File: src/rtl/irq_seq_pkg.sv
// Package irq_seq_pkg
// Shared types and fixed slot numbers for the interrupt entry/return sequencer.
// Assumes the PC is exactly two data bytes wide.
package irq_seq_pkg;

    // Sequencer phases
    typedef enum logic [1:0] {
        ST_IDLE   = 2'd0,
        ST_ENTRY  = 2'd1,
        ST_RETURN = 2'd2
    } seq_state_t;

    // Entry step slots; the push order is part of the behaviour
    localparam int SLOT_PUSH_HI  = 0;
    localparam int SLOT_PUSH_LO  = 1;
    localparam int SLOT_PUSH_FLG = 2;
    localparam int SLOT_CLR_FLG  = 3;

    // Return step slots (pops come back in reverse order)
    localparam int SLOT_POP_FLG  = 0;
    localparam int SLOT_POP_LO   = 1;
    localparam int SLOT_POP_HI   = 2;
    localparam int RETURN_STEPS  = 3;

endpackage

File: src/rtl/irq_seq_ctrl.sv
// Module irq_seq_ctrl
// Phase and step control for interrupt entry and return. Decides at each
// instruction boundary whether to start a return or an entry, walks a fixed
// number of steps and drives push/pop requests plus PC and flag loads.
// Assumes: instr_done/ret_req only while core_hold is low, stack read data
// valid in the same cycle as its address, ENTRY_LEN > SLOT_CLR_FLG + 1.
module irq_seq_ctrl
    import irq_seq_pkg::*;
#(
    parameter int DATA_W    = 8,
    parameter int GIE_BIT   = 0,
    parameter int ENTRY_LEN = 13,
    localparam int PC_W     = 2 * DATA_W,
    localparam int STEP_W   = $clog2(ENTRY_LEN)
) (
    input  logic              clk,
    input  logic              rst_n,
    input  logic              instr_done,
    input  logic              ret_req,
    input  logic              irq_req,
    input  logic [DATA_W-1:0] irq_vec,
    input  logic [PC_W-1:0]   pc_in,
    input  logic [DATA_W-1:0] flags_in,
    input  logic [DATA_W-1:0] stk_rdata,
    output logic              push_en,
    output logic [DATA_W-1:0] push_data,
    output logic              pop_en,
    output logic              pc_load,
    output logic [PC_W-1:0]   pc_next,
    output logic              flags_load,
    output logic [DATA_W-1:0] flags_next,
    output logic              irq_ack,
    output logic              core_hold
);

    localparam logic [STEP_W-1:0] ENTRY_LAST = STEP_W'(ENTRY_LEN - 1);
    localparam logic [STEP_W-1:0] RET_LAST   = STEP_W'(RETURN_STEPS - 1);
    localparam logic [STEP_W-1:0] S_PHI      = STEP_W'(SLOT_PUSH_HI);
    localparam logic [STEP_W-1:0] S_PLO      = STEP_W'(SLOT_PUSH_LO);
    localparam logic [STEP_W-1:0] S_PFL      = STEP_W'(SLOT_PUSH_FLG);
    localparam logic [STEP_W-1:0] S_CLR      = STEP_W'(SLOT_CLR_FLG);
    localparam logic [STEP_W-1:0] S_OFL      = STEP_W'(SLOT_POP_FLG);
    localparam logic [STEP_W-1:0] S_OLO      = STEP_W'(SLOT_POP_LO);

    seq_state_t        state_q, state_d;
    logic [STEP_W-1:0] step_q, step_d;
    logic [DATA_W-1:0] flg_buf_q;
    logic [DATA_W-1:0] pcl_buf_q;
    logic              enabled_req;

    assign enabled_req = irq_req && flags_in[GIE_BIT];
    assign core_hold   = (state_q != ST_IDLE);

    // Next phase and step selection
    always_comb begin
        state_d = state_q;
        step_d  = step_q;
        unique case (state_q)
            ST_IDLE: begin
                if (instr_done && ret_req) begin
                    state_d = ST_RETURN;
                    step_d  = '0;
                end else if (instr_done && enabled_req) begin
                    state_d = ST_ENTRY;
                    step_d  = '0;
                end
            end
            ST_ENTRY: begin
                if (step_q == ENTRY_LAST) begin
                    state_d = ST_IDLE;
                    step_d  = '0;
                end else begin
                    step_d = step_q + STEP_W'(1);
                end
            end
            ST_RETURN: begin
                if (step_q == RET_LAST) begin
                    step_d  = '0;
                    state_d = (irq_req && flg_buf_q[GIE_BIT]) ? ST_ENTRY : ST_IDLE;
                end else begin
                    step_d = step_q + STEP_W'(1);
                end
            end
            default: begin
                state_d = ST_IDLE;
                step_d  = '0;
            end
        endcase
    end

    // Phase and step registers
    always_ff @(posedge clk) begin
        if (!rst_n) begin
            state_q <= ST_IDLE;
            step_q  <= '0;
        end else begin
            state_q <= state_d;
            step_q  <= step_d;
        end
    end

    // Capture popped flag and PC low bytes during return
    always_ff @(posedge clk) begin
        if (!rst_n) begin
            flg_buf_q <= '0;
            pcl_buf_q <= '0;
        end else if (state_q == ST_RETURN) begin
            if (step_q == S_OFL) flg_buf_q <= stk_rdata;
            if (step_q == S_OLO) pcl_buf_q <= stk_rdata;
        end
    end

    // Per-step outputs towards the stack, the core and the controller
    always_comb begin
        push_en    = 1'b0;
        push_data  = '0;
        pop_en     = 1'b0;
        pc_load    = 1'b0;
        pc_next    = '0;
        flags_load = 1'b0;
        flags_next = '0;
        irq_ack    = 1'b0;
        if (state_q == ST_ENTRY) begin
            if (step_q == S_PHI) begin
                push_en   = 1'b1;
                push_data = pc_in[PC_W-1:DATA_W];
            end
            if (step_q == S_PLO) begin
                push_en   = 1'b1;
                push_data = pc_in[DATA_W-1:0];
            end
            if (step_q == S_PFL) begin
                push_en   = 1'b1;
                push_data = flags_in;
            end
            if (step_q == S_CLR) begin
                flags_load = 1'b1;
                flags_next = '0;
            end
            if (step_q == ENTRY_LAST) begin
                pc_load = 1'b1;
                pc_next = {{DATA_W{1'b0}}, irq_vec};
                irq_ack = 1'b1;
            end
        end else if (state_q == ST_RETURN) begin
            pop_en = 1'b1;
            if (step_q == RET_LAST) begin
                pc_load    = 1'b1;
                pc_next    = {stk_rdata, pcl_buf_q};
                flags_load = 1'b1;
                flags_next = flg_buf_q;
            end
        end
    end

    // the core is only stalled after a boundary
    assert_start_at_boundary_R1: assert property (@(posedge clk) disable iff (!rst_n)
        $rose(core_hold) |-> $past(instr_done));

    // a boundary without an enabled request or return leaves the core running
    assert_gated_request_R9: assert property (@(posedge clk) disable iff (!rst_n)
        (!core_hold && instr_done && !ret_req && !(irq_req && flags_in[GIE_BIT]))
        |=> !core_hold);

    // acknowledge is one cycle long and closes the entry
    assert_ack_closes_entry_R6: assert property (@(posedge clk) disable iff (!rst_n)
        irq_ack |=> (!irq_ack && !core_hold));

    // return wins over a request at the same boundary
    assert_return_first_R12: assert property (@(posedge clk) disable iff (!rst_n)
        (!core_hold && instr_done && ret_req) |=> (pop_en && !push_en));

endmodule

File: src/rtl/irq_seq_stack.sv
// Module irq_seq_stack
// Owns the stack pointer and turns push/pop requests into memory strobes.
// Push writes at the pointer then increments; pop reads at pointer-1 and
// decrements. The pointer wraps in both directions.
// Assumes: push and pop are never requested together.
module irq_seq_stack #(
    parameter int DATA_W = 8,
    parameter int SP_W   = 8
) (
    input  logic              clk,
    input  logic              rst_n,
    input  logic              push_en,
    input  logic [DATA_W-1:0] push_data,
    input  logic              pop_en,
    output logic              stk_we,
    output logic [SP_W-1:0]   stk_waddr,
    output logic [DATA_W-1:0] stk_wdata,
    output logic [SP_W-1:0]   stk_raddr,
    output logic [SP_W-1:0]   sp
);

    logic [SP_W-1:0] sp_q;

    assign sp        = sp_q;
    assign stk_we    = push_en;
    assign stk_waddr = sp_q;
    assign stk_wdata = push_data;
    assign stk_raddr = sp_q - SP_W'(1);

    // Pointer update on push or pop
    always_ff @(posedge clk) begin
        if (!rst_n) begin
            sp_q <= '0;
        end else if (push_en) begin
            sp_q <= sp_q + SP_W'(1);
        end else if (pop_en) begin
            sp_q <= sp_q - SP_W'(1);
        end
    end

    // pushes and pops never collide
    assert_push_pop_exclusive_R11: assert property (@(posedge clk) disable iff (!rst_n)
        !(push_en && pop_en));

    // pointer moves up by one after a push, wrapping
    assert_push_moves_up_R11: assert property (@(posedge clk) disable iff (!rst_n)
        push_en |=> (sp == $past(sp) + SP_W'(1)));

    // pointer moves down by one after a pop, wrapping
    assert_pop_moves_down_R11: assert property (@(posedge clk) disable iff (!rst_n)
        pop_en |=> (sp == $past(sp) - SP_W'(1)));

endmodule

File: src/rtl/irq_seq_latency.sv
// Module irq_seq_latency
// Free-running latency counter: restarts at 1 in the cycle after an enabled
// request first appears, then counts each cycle and saturates.
// Assumes: the request is withdrawn between measurements.
module irq_seq_latency #(
    parameter int LAT_W = 8
) (
    input  logic             clk,
    input  logic             rst_n,
    input  logic             irq_req,
    input  logic             gie,
    output logic [LAT_W-1:0] lat_cycles
);

    logic             act;
    logic             act_q;
    logic [LAT_W-1:0] lat_q;

    assign act        = irq_req && gie;
    assign lat_cycles = lat_q;

    // Remember whether an enabled request was seen last cycle
    always_ff @(posedge clk) begin
        if (!rst_n) act_q <= 1'b0;
        else        act_q <= act;
    end

    // Restart on a new enabled request, otherwise count up to saturation
    always_ff @(posedge clk) begin
        if (!rst_n) begin
            lat_q <= '0;
        end else if (act && !act_q) begin
            lat_q <= LAT_W'(1);
        end else if (lat_q != {LAT_W{1'b1}}) begin
            lat_q <= lat_q + LAT_W'(1);
        end
    end

    // between restarts the count never goes down
    assert_lat_monotone_R10: assert property (@(posedge clk) disable iff (!rst_n)
        !(act && !act_q) |=> (lat_cycles >= $past(lat_cycles)));

endmodule

File: src/rtl/irq_seq_top.sv
// Module irq_seq_top
// Interrupt entry/return sequencer top. Connects step control, the stack
// pointer unit and the latency counter. The stack memory and the core's PC
// and flag registers live outside and follow the load/strobe outputs.
// Assumes: combinational stack read, core loads on the next edge.
module irq_seq_top #(
    parameter int DATA_W    = 8,
    parameter int SP_W      = 8,
    parameter int GIE_BIT   = 0,
    parameter int ENTRY_LEN = 13,
    parameter int LAT_W     = 8,
    localparam int PC_W     = 2 * DATA_W
) (
    input  logic              clk,
    input  logic              rst_n,
    input  logic              instr_done,
    input  logic              ret_req,
    input  logic              irq_req,
    input  logic [DATA_W-1:0] irq_vec,
    output logic              irq_ack,
    input  logic [PC_W-1:0]   pc_in,
    input  logic [DATA_W-1:0] flags_in,
    output logic              pc_load,
    output logic [PC_W-1:0]   pc_next,
    output logic              flags_load,
    output logic [DATA_W-1:0] flags_next,
    output logic              stk_we,
    output logic [SP_W-1:0]   stk_waddr,
    output logic [DATA_W-1:0] stk_wdata,
    output logic [SP_W-1:0]   stk_raddr,
    input  logic [DATA_W-1:0] stk_rdata,
    output logic [SP_W-1:0]   sp,
    output logic              core_hold,
    output logic [LAT_W-1:0]  lat_cycles
);

    logic              push_en;
    logic [DATA_W-1:0] push_data;
    logic              pop_en;

    irq_seq_ctrl #(
        .DATA_W    (DATA_W),
        .GIE_BIT   (GIE_BIT),
        .ENTRY_LEN (ENTRY_LEN)
    ) i_ctrl (
        .clk        (clk),
        .rst_n      (rst_n),
        .instr_done (instr_done),
        .ret_req    (ret_req),
        .irq_req    (irq_req),
        .irq_vec    (irq_vec),
        .pc_in      (pc_in),
        .flags_in   (flags_in),
        .stk_rdata  (stk_rdata),
        .push_en    (push_en),
        .push_data  (push_data),
        .pop_en     (pop_en),
        .pc_load    (pc_load),
        .pc_next    (pc_next),
        .flags_load (flags_load),
        .flags_next (flags_next),
        .irq_ack    (irq_ack),
        .core_hold  (core_hold)
    );

    irq_seq_stack #(
        .DATA_W (DATA_W),
        .SP_W   (SP_W)
    ) i_stack (
        .clk       (clk),
        .rst_n     (rst_n),
        .push_en   (push_en),
        .push_data (push_data),
        .pop_en    (pop_en),
        .stk_we    (stk_we),
        .stk_waddr (stk_waddr),
        .stk_wdata (stk_wdata),
        .stk_raddr (stk_raddr),
        .sp        (sp)
    );

    irq_seq_latency #(
        .LAT_W (LAT_W)
    ) i_latency (
        .clk        (clk),
        .rst_n      (rst_n),
        .irq_req    (irq_req),
        .gie        (flags_in[GIE_BIT]),
        .lat_cycles (lat_cycles)
    );

    // a PC load during an acknowledge targets page zero
    assert_vector_page_zero_R5: assert property (@(posedge clk) disable iff (!rst_n)
        irq_ack |-> (pc_load && pc_next[PC_W-1:DATA_W] == '0));

endmodule

File: config.mk
export PLATFORM = sky130hd
export DESIGN_NAME = irq_seq_top
export DESIGN_NICKNAME = d
export VERILOG_FILES = /design/src/rtl/irq_seq_pkg.sv /design/src/rtl/irq_seq_ctrl.sv /design/src/rtl/irq_seq_stack.sv /design/src/rtl/irq_seq_latency.sv /design/src/rtl/irq_seq_top.sv
export SDC_FILE = /design/constraint.sdc
export NUM_CORES = 1
export LEC_CHECK = 0
export ABC_AREA = 1
export BUFFER_PORTS_ARGS = -buffer_cell sky130_fd_sc_hd__buf_2
export CORE_UTILIZATION = 51
export DETAILED_ROUTE_END_ITERATION = 8
export HOLD_SLACK_MARGIN = 0.02
export PLACE_DENSITY = 0.93
export SKIP_LAST_GASP = 1
export SYNTH_ARGS = -nofsm -noshare
export SYNTH_HDL_FRONTEND = slang
export SYNTH_SLANG_ARGS = --single-unit
File: constraint.sdc
create_clock -name clk -period 3.2 [get_ports clk]
set_input_delay 0.64 -clock clk [delete_from_list [all_inputs] [get_ports clk]]
set_output_delay 0.64 -clock clk [all_outputs]
set_load 0.01 [all_outputs]
==> flow_metrics.tcl, run 1 <==
set metrics [dict create \
    p_leak_nw 1.63 \
    synthDistinctLibCells 30 \
    drive_gt1_frac 0.274 \
    period_minus_slack_ns 2.84 \
    start_util 0.532 \
    placed_cell_area_um2 3070 \
    drv_slew 0 \
    grt_first_pass_wirelength_um 10400 \
    syn_inst 393 \
    root_buffer "clkbuf_8" \
    min_path_type "register to register" \
    rr_startpoint "i_ctrl.step_q[0]" \
    fillCellCount 445 \
    totalWireLength_um 6580 \
    ios 114 \
    fin_area_um2 3190 \
    netlist_area_um2 2530 \
    cts_made_buffers 5 \
    nets 550 \
    fmax_mhz 352 \
    port_buffers 113 \
    core_um2 4750 \
    fin_skew_ns 0.00752 \
    diodes 0 \
    critPathCaptureType "output port" \
    cp-startpoint "i_ctrl.state_q[1]" \
    hold_viol_final 0 \
    post-cts-setup-buffers 0 \
    wl_per_cell_um 11.7 \
    min_path_cells 2 \
    r2r_cells 8 \
    relSlewSlack 0.644 \
    antenna_found_initial 0 \
    setup_viol 0 \
    power_density_nw_per_um2 662 \
    via_count 2905 \
    grt_max_degree 27 \
    dieArea_um2 5250 \
    die_width_um 72.5 \
    hold_start "i_ctrl.flg_buf_q[7]" \
    worstSetupPathType "register to output port" \
    first_pass_iters 4 \
    crit_chain "inv_1, ha_1, nor2_2, nand3_2, o21ai_0, buf_2" \
    track_usage 0.249 \
    cp.required_ns 2.56 \
    status "finished, final reports clean" \
    clk_pin_slew_worst_paths_ns 0.07 \
    antenna_left 0 \
    htree_num_levels 2 \
    critPathSlowestCell "nand3_2" \
    period_share 0.887 \
    path_max_fanout 26 \
    finalPower_w 0.00211 \
    cts_tree "done" \
    syn-num-nets 448 \
    gp_congestion 0.875 \
    rsz0062_at_grt "no" \
    avgSynthCellArea_um2 6.44 \
    grt_remaining_overflow 0 \
    yosysSeqAreaShare 0.308 \
    grt_pass1_vias 2499 \
    drc 0 \
    worst_pin_slew_ns 0.533 \
    fin_tns_setup_ns 0 \
    postCtsHoldBufs 0 \
    synth-seq-cells 39 \
    first_iter_violations 117 \
    crit_path_start_kind "register" \
    drv_cap 0 \
    cp.arrival_ns 2.20 \
    hpwl_um 5070 \
    timing.hold.ws_ns 0.462 \
    post_cts_resize_count 0 \
    area_growth_pct 26.1 \
    ir_drop_mv 0.548 \
    layout_commonest_cell "buf_2" \
    final_cell_mix "buf_2, nand2_1, inv_1, nor2_1, dfxtp_1" \
    num_rows 25 \
    insertion_delay_ns 0.29 \
    yosys_warnings 0 \
    dieHeight_um 72.5 \
    viasPerCell 5.16 \
    clockBufferDepth 2 \
    numClockSinks 39 \
    max_stage_delay_ns 0.40 \
]
[synthesized netlist by cell type]
| cell | number | share of area |
|---|---|---|
| nor2_8 | 2 | 0.016 |
| nand2_2 | 3 | 0.0074 |
| a21oi_1 | 33 | 0.065 |
| nand3_1 | 34 | 0.067 |
| dfxtp_1 | 39 | 0.31 |
| inv_1 | 58 | 0.086 |
| a31oi_1 | 9 | 0.022 |
| or2_2 | 1 | 0.0025 |
| nand4_1 | 6 | 0.015 |
| o31a_1 | 1 | 0.0035 |
| nand2_1 | 70 | 0.10 |
| nand3b_1 | 1 | 0.0030 |
| inv_2 | 3 | 0.0044 |
| xnor2_1 | 2 | 0.0069 |
| buf_2 | 5 | 0.0099 |
| clkinv_1 | 1 | 0.0015 |
| nor2_1 | 46 | 0.068 |
| nor2_4 | 1 | 0.0044 |
| nand3_2 | 1 | 0.0040 |
| nand2_4 | 1 | 0.0044 |
| buf_4 | 9 | 0.027 |
| nor3_1 | 3 | 0.0059 |
| a21oi_2 | 1 | 0.0035 |
| xor2_1 | 4 | 0.014 |
| o21ai_2 | 1 | 0.0035 |
| ha_1 | 10 | 0.049 |
| o21ai_0 | 37 | 0.073 |
| nor2_2 | 1 | 0.0025 |
| o21ai_1 | 6 | 0.012 |
| clkbuf_1 | 4 | 0.0059 |
[flip-flops by register name, indices dropped and copies added (netlist names)]
register / count
i_latency.act_q: 1
i_ctrl.pcl_buf_q: 8
i_ctrl.flg_buf_q: 8
i_stack.sp: 8
i_ctrl.state_q: 2
i_latency.lat_cycles: 8
i_ctrl.step_q: 4
[power by group]
group / total [W] / switching (W) / internal (W)
Combinational: 0.00105 / 0.000657 / 0.000392
Clock: 0.000431 / 0.000179 / 0.000252
Sequential: 0.000633 / 0.0000795 / 0.000553
Total: 0.00211 / 0.000915 / 0.00120
[area by class of cell]
cell class / instances / area (µm²) / share of cell area
Clock buffer: 6 / 82.6 / 0.0259
Tap cell: 67 / 83.8 / 0.0263
Timing Repair Buffer: 113 / 566 / 0.177
Sequential cell: 39 / 781 / 0.245
Multi-Input combinational cell: 274 / 1410 / 0.442
Clock inverter: 2 / 35.0 / 0.0110
Inverter: 62 / 233 / 0.0729
[per-stage QoR]
stage | cells | util | setup slack (ns)
2_1_floorplan | 393 | - | 1.11
3_3_place_gp | 555 | 0.646 | 0.755
3_5_place_dp | 555 | 0.646 | 0.663
4_1_cts | 563 | 0.671 | 0.339
5_1_grt | 563 | 0.671 | 0.118
6_report | 563 | 0.671 | 0.362
[per-layer routing]
layer,wire [µm],vias up,global-route usage,part of all wire
met3,366,8,0.0486,0.056
met1,2830,1313,0.283,0.43
li1,-,1475,-,-
met4,62,0,0.0980,0.0094
met2,3320,109,0.455,0.51
met5,0,-,0,0
[kinds of logic after synthesis]
family | Yosys count | synth area share
compound gates | 88 | 0.183
xor+xnor | 6 | 0.0208
fa+ha+maj | 10 | 0.0494
flops | 39 | 0.308
buf+inv | 80 | 0.134
simple gates | 170 | 0.304
[path summary, 6_finish.rpt]
| kind | slack [ns] | end |
|---|---|---|
| setup / recovery | 0.36 | pc_next[2] |
| hold / removal | 0.46 | i_ctrl.flg_buf_q[7] |
| setup reg to reg | 1.32 | i_stack.sp[3] |
| hold reg to reg | 0.46 | i_ctrl.flg_buf_q[7] |
[critical path: cells and delay by family (launching register included)]
kind                       cells  cell delay, ns
buffers and inverters          2            0.24
AOI/OAI and AO/OA              1            0.29
and+or+nand+nor                2            0.68
DFF                            1            0.36
adders and majority gates      1            0.33
Note: power is estimated with default switching activity, not from simulation.
==> inputs of run 2 (changes only) <==
--- a/config.mk
+++ b/config.mk
@@ -6,12 +6,13 @@
 export NUM_CORES = 1
 export LEC_CHECK = 0
 export ABC_AREA = 1
-export BUFFER_PORTS_ARGS = -buffer_cell sky130_fd_sc_hd__buf_2
-export CORE_UTILIZATION = 51
+export BUFFER_PORTS_ARGS = -buffer_cell sky130_fd_sc_hd__clkbuf_2
+export CORE_UTILIZATION = 52
 export DETAILED_ROUTE_END_ITERATION = 8
 export HOLD_SLACK_MARGIN = 0.02
 export PLACE_DENSITY = 0.93
 export SKIP_LAST_GASP = 1
 export SYNTH_ARGS = -nofsm -noshare
 export SYNTH_HDL_FRONTEND = slang
+export SYNTH_HIERARCHICAL = 1
 export SYNTH_SLANG_ARGS = --single-unit
==> run 2 against run 1 <==
- final area grew 1.6%
- synthesized area rose by 4.9%
- first-iteration DRC count unchanged
- sequential share of layout area fell by 0.40 points
- largest power group unchanged
- clock power fell by 4%
- wire length is 0.20% lower
- power increased by 8.4%
- sequential power is 4.3% higher
- worst hold slack got worse by 0.0094 ns
- combinational power rose by 16%
- fmax shrank 3.8%
- largest cell class unchanged
==> flow_metrics.tcl, run 2 <==
set metrics [dict create \
    status "finished, final reports clean" \
    synth_common_cells "nand2_1, inv_1, o21ai_0" \
    hold_start "i_ctrl/pcl_buf_q[3]" \
    synthFlopType "dfxtp_1" \
    synth_edf_count 0 \
    synthDistinctLibCells 31 \
    cp-startpoint "i_ctrl/state_q[1]" \
    diodes 0 \
    rr_startpoint "i_ctrl/step_q[0]" \
    start_util 0.551 \
    power_density_nw_per_um2 706 \
    crit_path_start_kind "register" \
    hold_viol_final 0 \
    numClockSinks 39 \
    post-cts-setup-buffers 0 \
    drc 0 \
    critPathCaptureType "output port" \
    grt_pass1_vias 2485 \
    fin_skew_ns 0.00611 \
    synthArstFlopShare 0 \
    fillCellCount 429 \
    syn_inst 409 \
    post_cts_resize_count 0 \
    period_minus_slack_ns 2.95 \
    final_cell_mix "clkbuf_2, nand2_1, inv_1, o21ai_0" \
    postCtsHoldBufs 0 \
    clk_pin_slew_worst_paths_ns 0.08 \
    clockBufferDepth 2 \
    dp_worst_setup_slack_ns 0.653 \
    yosys_warnings 6 \
    register_area_um2 781 \
    grt_max_degree 27 \
    synth_top_cells_by_area "dfxtp_1, nand2_1, inv_1" \
    antenna_found_initial 0 \
    synth.most_common_cell "nand2_1" \
    max_stage_delay_ns 0.49 \
    drv_cap 0 \
    first_iter_violations 117 \
    p_leak_nw 1.68 \
    port_buffers 113 \
    drive_gt1_frac 0.281 \
    cp.required_ns 2.56 \
    ir_drop_mv 0.464 \
    via_count 2902 \
    netlist_area_um2 2660 \
    cts_tree "done" \
    setup_viol 0 \
    grt_first_pass_wirelength_um 10700 \
    drv_slew 0 \
    first_pass_iters 4 \
    viasPerCell 5.07 \
    yosysSeqAreaShare 0.294 \
    hpwl_um 4960 \
    fin_tns_setup_ns 0 \
    min_path_type "register to register" \
    crit_top_cell "inv_1" \
    antenna_left 0 \
    setup_ws_ns 0.250 \
    gp_congestion 0.897 \
    rsz0062_at_grt "no" \
    yosysTopAreaCell "dfxtp_1" \
    die_width_um 73.5 \
    avgSynthCellArea_um2 6.49 \
    nets 559 \
    multiInputGateArea_um2 1440 \
    synth_top_area_frac 0.294 \
    totalWireLength_um 6560 \
    synth-seq-cells 39 \
    dieHeight_um 73.5 \
    worstSetupPathType "register to output port" \
    path_max_fanout 26 \
    crit_chain "inv_1, ha_1, inv_1, nand4_2, o21ai_0, clkbuf_2" \
    dieArea_um2 5400 \
    relSlewSlack 0.613 \
    syn-num-nets 464 \
    htree_num_levels 2 \
    critPathSlowestCell "nand4_2" \
    layout_commonest_cell "clkbuf_2" \
    wl_per_cell_um 11.5 \
    cts_made_buffers 5 \
    period_share 0.922 \
    core_um2 4820 \
    insertion_delay_ns 0.30 \
    area_growth_pct 22.1 \
    root_buffer "clkbuf_8" \
    grt_remaining_overflow 0 \
    cp.arrival_ns 2.31 \
    ios 114 \
    num_rows 25 \
    fmax_mhz 339 \
    track_usage 0.253 \
    worst_pin_slew_ns 0.579 \
]
[run 2: cell count changes after synthesis, sizes merged, moves of 2 or more]
| cell | delta |
|---|---|
| nand2 | +8 |
| buf | +7 |
| inv | +4 |
| nand4 | -3 |
| nor2 | -3 |
| o21ai | +3 |
| a21oi | -2 |
[run 2: metrics by stage]
stage / utilization / total power [W] / hold slack, ns / cell area (µm²) / std cells
4_1_cts: 0.673 / 0.00229 / 0.457 / 3240 / 572
3_3_place_gp: 0.650 / 0.00183 / 0.444 / 3130 / 564
5_1_grt: 0.673 / 0.00247 / 0.477 / 3240 / 572
2_1_floorplan: - / 0.00156 / 0.425 / 2660 / 409
3_5_place_dp: 0.650 / 0.00187 / 0.445 / 3130 / 564
6_report: 0.673 / 0.00229 / 0.453 / 3240 / 572
[run 2: kinds of logic (layout without fill, tap and decap cells)]
logic type      after synthesis  in the layout  share of synthesized area
buf+inv                      92            188                      0.163
simple gates                172            172                      0.299
flops                        39             39                      0.294
fa+ha+maj                    10             10                     0.0471
xor+xnor                      6              6                     0.0198
compound gates               90             90                      0.178
[run 2: worst paths after layout]
check	slack, ns	end	cells past startpoint
setup / recovery	0.25	pc_next[4]	6
hold / removal	0.45	i_ctrl/pcl_buf_q[3]	2
setup reg to reg	0.87	i_stack/sp[0]	10
hold reg to reg	0.45	i_ctrl/pcl_buf_q[3]	2
[run 2: report_power, final]
group          internal (W)  total, W  switching [W]  leakage [nW]
clock              0.000232  0.000415       0.000183        0.0581
sequential         0.000567  0.000660      0.0000928         0.317
combinational      0.000447   0.00122       0.000769          1.30
total               0.00125   0.00229        0.00105          1.68
[run 2: routing by layer]
layer  up-vias  part of all wire  global-route usage
met4         0             0.018              0.0940
met5         -                 0                   0
met3        16             0.070              0.0562
li1       1489                 -                   -
met1      1266              0.42               0.301
met2       131              0.49               0.442
[run 2: cell type report]
type                            instances  area share
Multi-Input combinational cell        278       0.445
Sequential cell                        39       0.241
Timing Repair Buffer                  114       0.177
Inverter                               66      0.0772
Tap cell                               67      0.0258
Clock buffer                            5      0.0212
Clock inverter                          3      0.0135
[run 2: worst max-delay path, delay by kind of cell, from the launching register on]
kind / cells / cell delay, ns
compound gates: 1 / 0.42
fa+ha+maj: 1 / 0.30
buf+inv: 3 / 0.45
flops: 1 / 0.35
simple gates: 1 / 0.49
==> inputs of run 3 (changes only) <==
--- a/config.mk
+++ b/config.mk
@@ -6,13 +6,12 @@
 export NUM_CORES = 1
 export LEC_CHECK = 0
 export ABC_AREA = 1
-export BUFFER_PORTS_ARGS = -buffer_cell sky130_fd_sc_hd__clkbuf_2
-export CORE_UTILIZATION = 52
+export CORE_UTILIZATION = 62
 export DETAILED_ROUTE_END_ITERATION = 8
+export DONT_BUFFER_PORTS = 1
 export HOLD_SLACK_MARGIN = 0.02
-export PLACE_DENSITY = 0.93
+export PLACE_DENSITY = 0.85
 export SKIP_LAST_GASP = 1
 export SYNTH_ARGS = -nofsm -noshare
 export SYNTH_HDL_FRONTEND = slang
-export SYNTH_HIERARCHICAL = 1
 export SYNTH_SLANG_ARGS = --single-unit
==> run 3 against run 2 <==
- via count shrank 16%
- global-route usage grew 1.3 points
- critical path depth shrank 1
- largest cell class unchanged
- largest power group unchanged
==> flow_metrics.tcl, run 3 (synthesis gave the netlist of run 1 again) <==
set metrics [dict create \
    status "finished, final reports clean" \
    p_leak_nw 1.08 \
    cp_num_buf_inv 1 \
    period_minus_slack_ns 2.96 \
    crit_path_start_kind "register" \
    swShare 0.475 \
    gp_congestion 0.855 \
    via_count 2441 \
    num_rows 22 \
    grt_first_pass_wirelength_um 8960 \
    clockBufferDepth 2 \
    first_pass_iters 4 \
    cts_tree "done" \
    antenna_found_initial 0 \
    port_buffers 0 \
    fin_tns_setup_ns 0 \
    grt_max_degree 27 \
    cp.arrival_ns 2.32 \
    intPower_w 0.000950 \
    worstSetupPathType "register to output port" \
    clk_pin_slew_worst_paths_ns 0.08 \
    max_stage_delay_ns 0.57 \
    root_buffer "clkbuf_8" \
    fmax_mhz 338 \
    drive_gt1_frac 0.0601 \
    path_max_fanout 26 \
    combinationalPowerShare 0.432 \
    critPathSlowestCell "o21ai_0" \
    switchingPower_w 0.000860 \
    drv_slew 0 \
    insertion_delay_ns 0.30 \
    post_cts_resize_count 0 \
    drc 0 \
    period_share 0.926 \
    grt_remaining_overflow 0 \
    final_cell_mix "nand2_1, inv_1, nor2_1, dfxtp_1, o21ai_0" \
    track_usage 0.266 \
    viasPerCell 5.66 \
    setup_viol 0 \
    relSlewSlack 0.516 \
    ir_drop_mv 0.386 \
    cts_made_buffers 5 \
    dieHeight_um 65.9 \
    post-cts-setup-buffers 0 \
    pwr-share-clk 0.192 \
    htree_num_levels 2 \
    rsz0062_at_grt "no" \
    cp.required_ns 2.56 \
    wl_per_cell_um 13.3 \
    first_iter_violations 153 \
    worst_pin_slew_ns 0.724 \
    postCtsHoldBufs 0 \
    power_density_nw_per_um2 703 \
    critPathCaptureType "output port" \
    p_seq_frac 0.376 \
    numClockSinks 39 \
    core_um2 3800 \
    hold_viol_final 0 \
    diodes 0 \
    start_util 0.666 \
    grt_pass1_vias 2095 \
    dieArea_um2 4340 \
    die_width_um 65.9 \
    antenna_left 0 \
    timing.hold.ws_ns 0.453 \
    ios 114 \
    totalWireLength_um 5710 \
    crit_chain "inv_1, ha_1, nor2_2, nand3_2, o21ai_0" \
    fillCellCount 361 \
    area_growth_pct 1.78 \
    min_path_type "register to register" \
    nets 437 \
    layout_commonest_cell "nand2_1" \
    crit_family "simple AND/OR/NAND/NOR gates" \
    hpwl_um 4300 \
    fin_skew_ns 0.00661 \
    drv_cap 0 \
]
==> run 3: changes by cell type in the layout (fill, tap and decap cells not counted), moves of 3 or more <==
cell	before	now
nand2_1	75	70
nor2_4	4	1
inv_2	0	3
clkbuf_2	113	0
nand4_1	2	6
nor2_1	39	46
o21ai_0	40	37
inv_1	64	58
==> run 3: final timing paths <==
path / slack [ns] / depth (start not counted) / to / from
min: 0.45 / 2 / i_ctrl.pcl_buf_q[0] / i_ctrl.pcl_buf_q[0]
max reg2reg: 1.29 / 8 / i_stack.sp[4] / i_stack.sp[0]
max: 0.24 / 5 / pc_next[0] / i_ctrl.state_q[1]
min reg2reg: 0.45 / 2 / i_ctrl.pcl_buf_q[0] / i_ctrl.pcl_buf_q[0]
==> run 3: tightest hold or removal path: stages (launching register included) <==
cell and delay, ns:
dfxtp_1 0.31, inv_1 0.05, a21oi_1 0.05
==> run 3: power by group through the flow <==
stage	logic [W]	registers, W	clock network [W]
4_1_cts	0.000778	0.000681	0.000353
5_1_grt	0.000888	0.000693	0.000374
2_1_floorplan	0.000732	0.000643	0
3_3_place_gp	0.000754	0.000688	0
6_report	0.000782	0.000681	0.000347
3_5_place_dp	0.000775	0.000694	0
==> run 3: area by class of cell <==
cell class	count	area (µm²)	area share
well taps	48	60.1	0.0233
multi-input cells	274	1410	0.547
flip-flops and latches	39	781	0.303
clock buffers	5	68.8	0.0267
inverters	62	233	0.0903
clock inverters	3	23.8	0.00923
==> run 3: through the flow <==
stage          utilization  power (W)  cells  cell area, µm²  worst slack [ns]
6_report             0.678    0.00181    431            2580             0.237
3_3_place_gp         0.654    0.00144    423            2480             0.635
4_1_cts              0.678    0.00181    431            2580             0.233
5_1_grt              0.678    0.00195    431            2580            0.0777
3_5_place_dp         0.654    0.00147    423            2480             0.564
2_1_floorplan            -    0.00137    393            2530              1.11
==> run 3: layer usage <==
layer / GRT usage / wire length, µm / vias up
li1: - / - / 1249
met1: 0.320 / 2470 / 1092
met2: 0.455 / 2730 / 93
met3: 0.0810 / 459 / 7
met4: 0.0679 / 54 / 0
met5: 0 / 0 / -
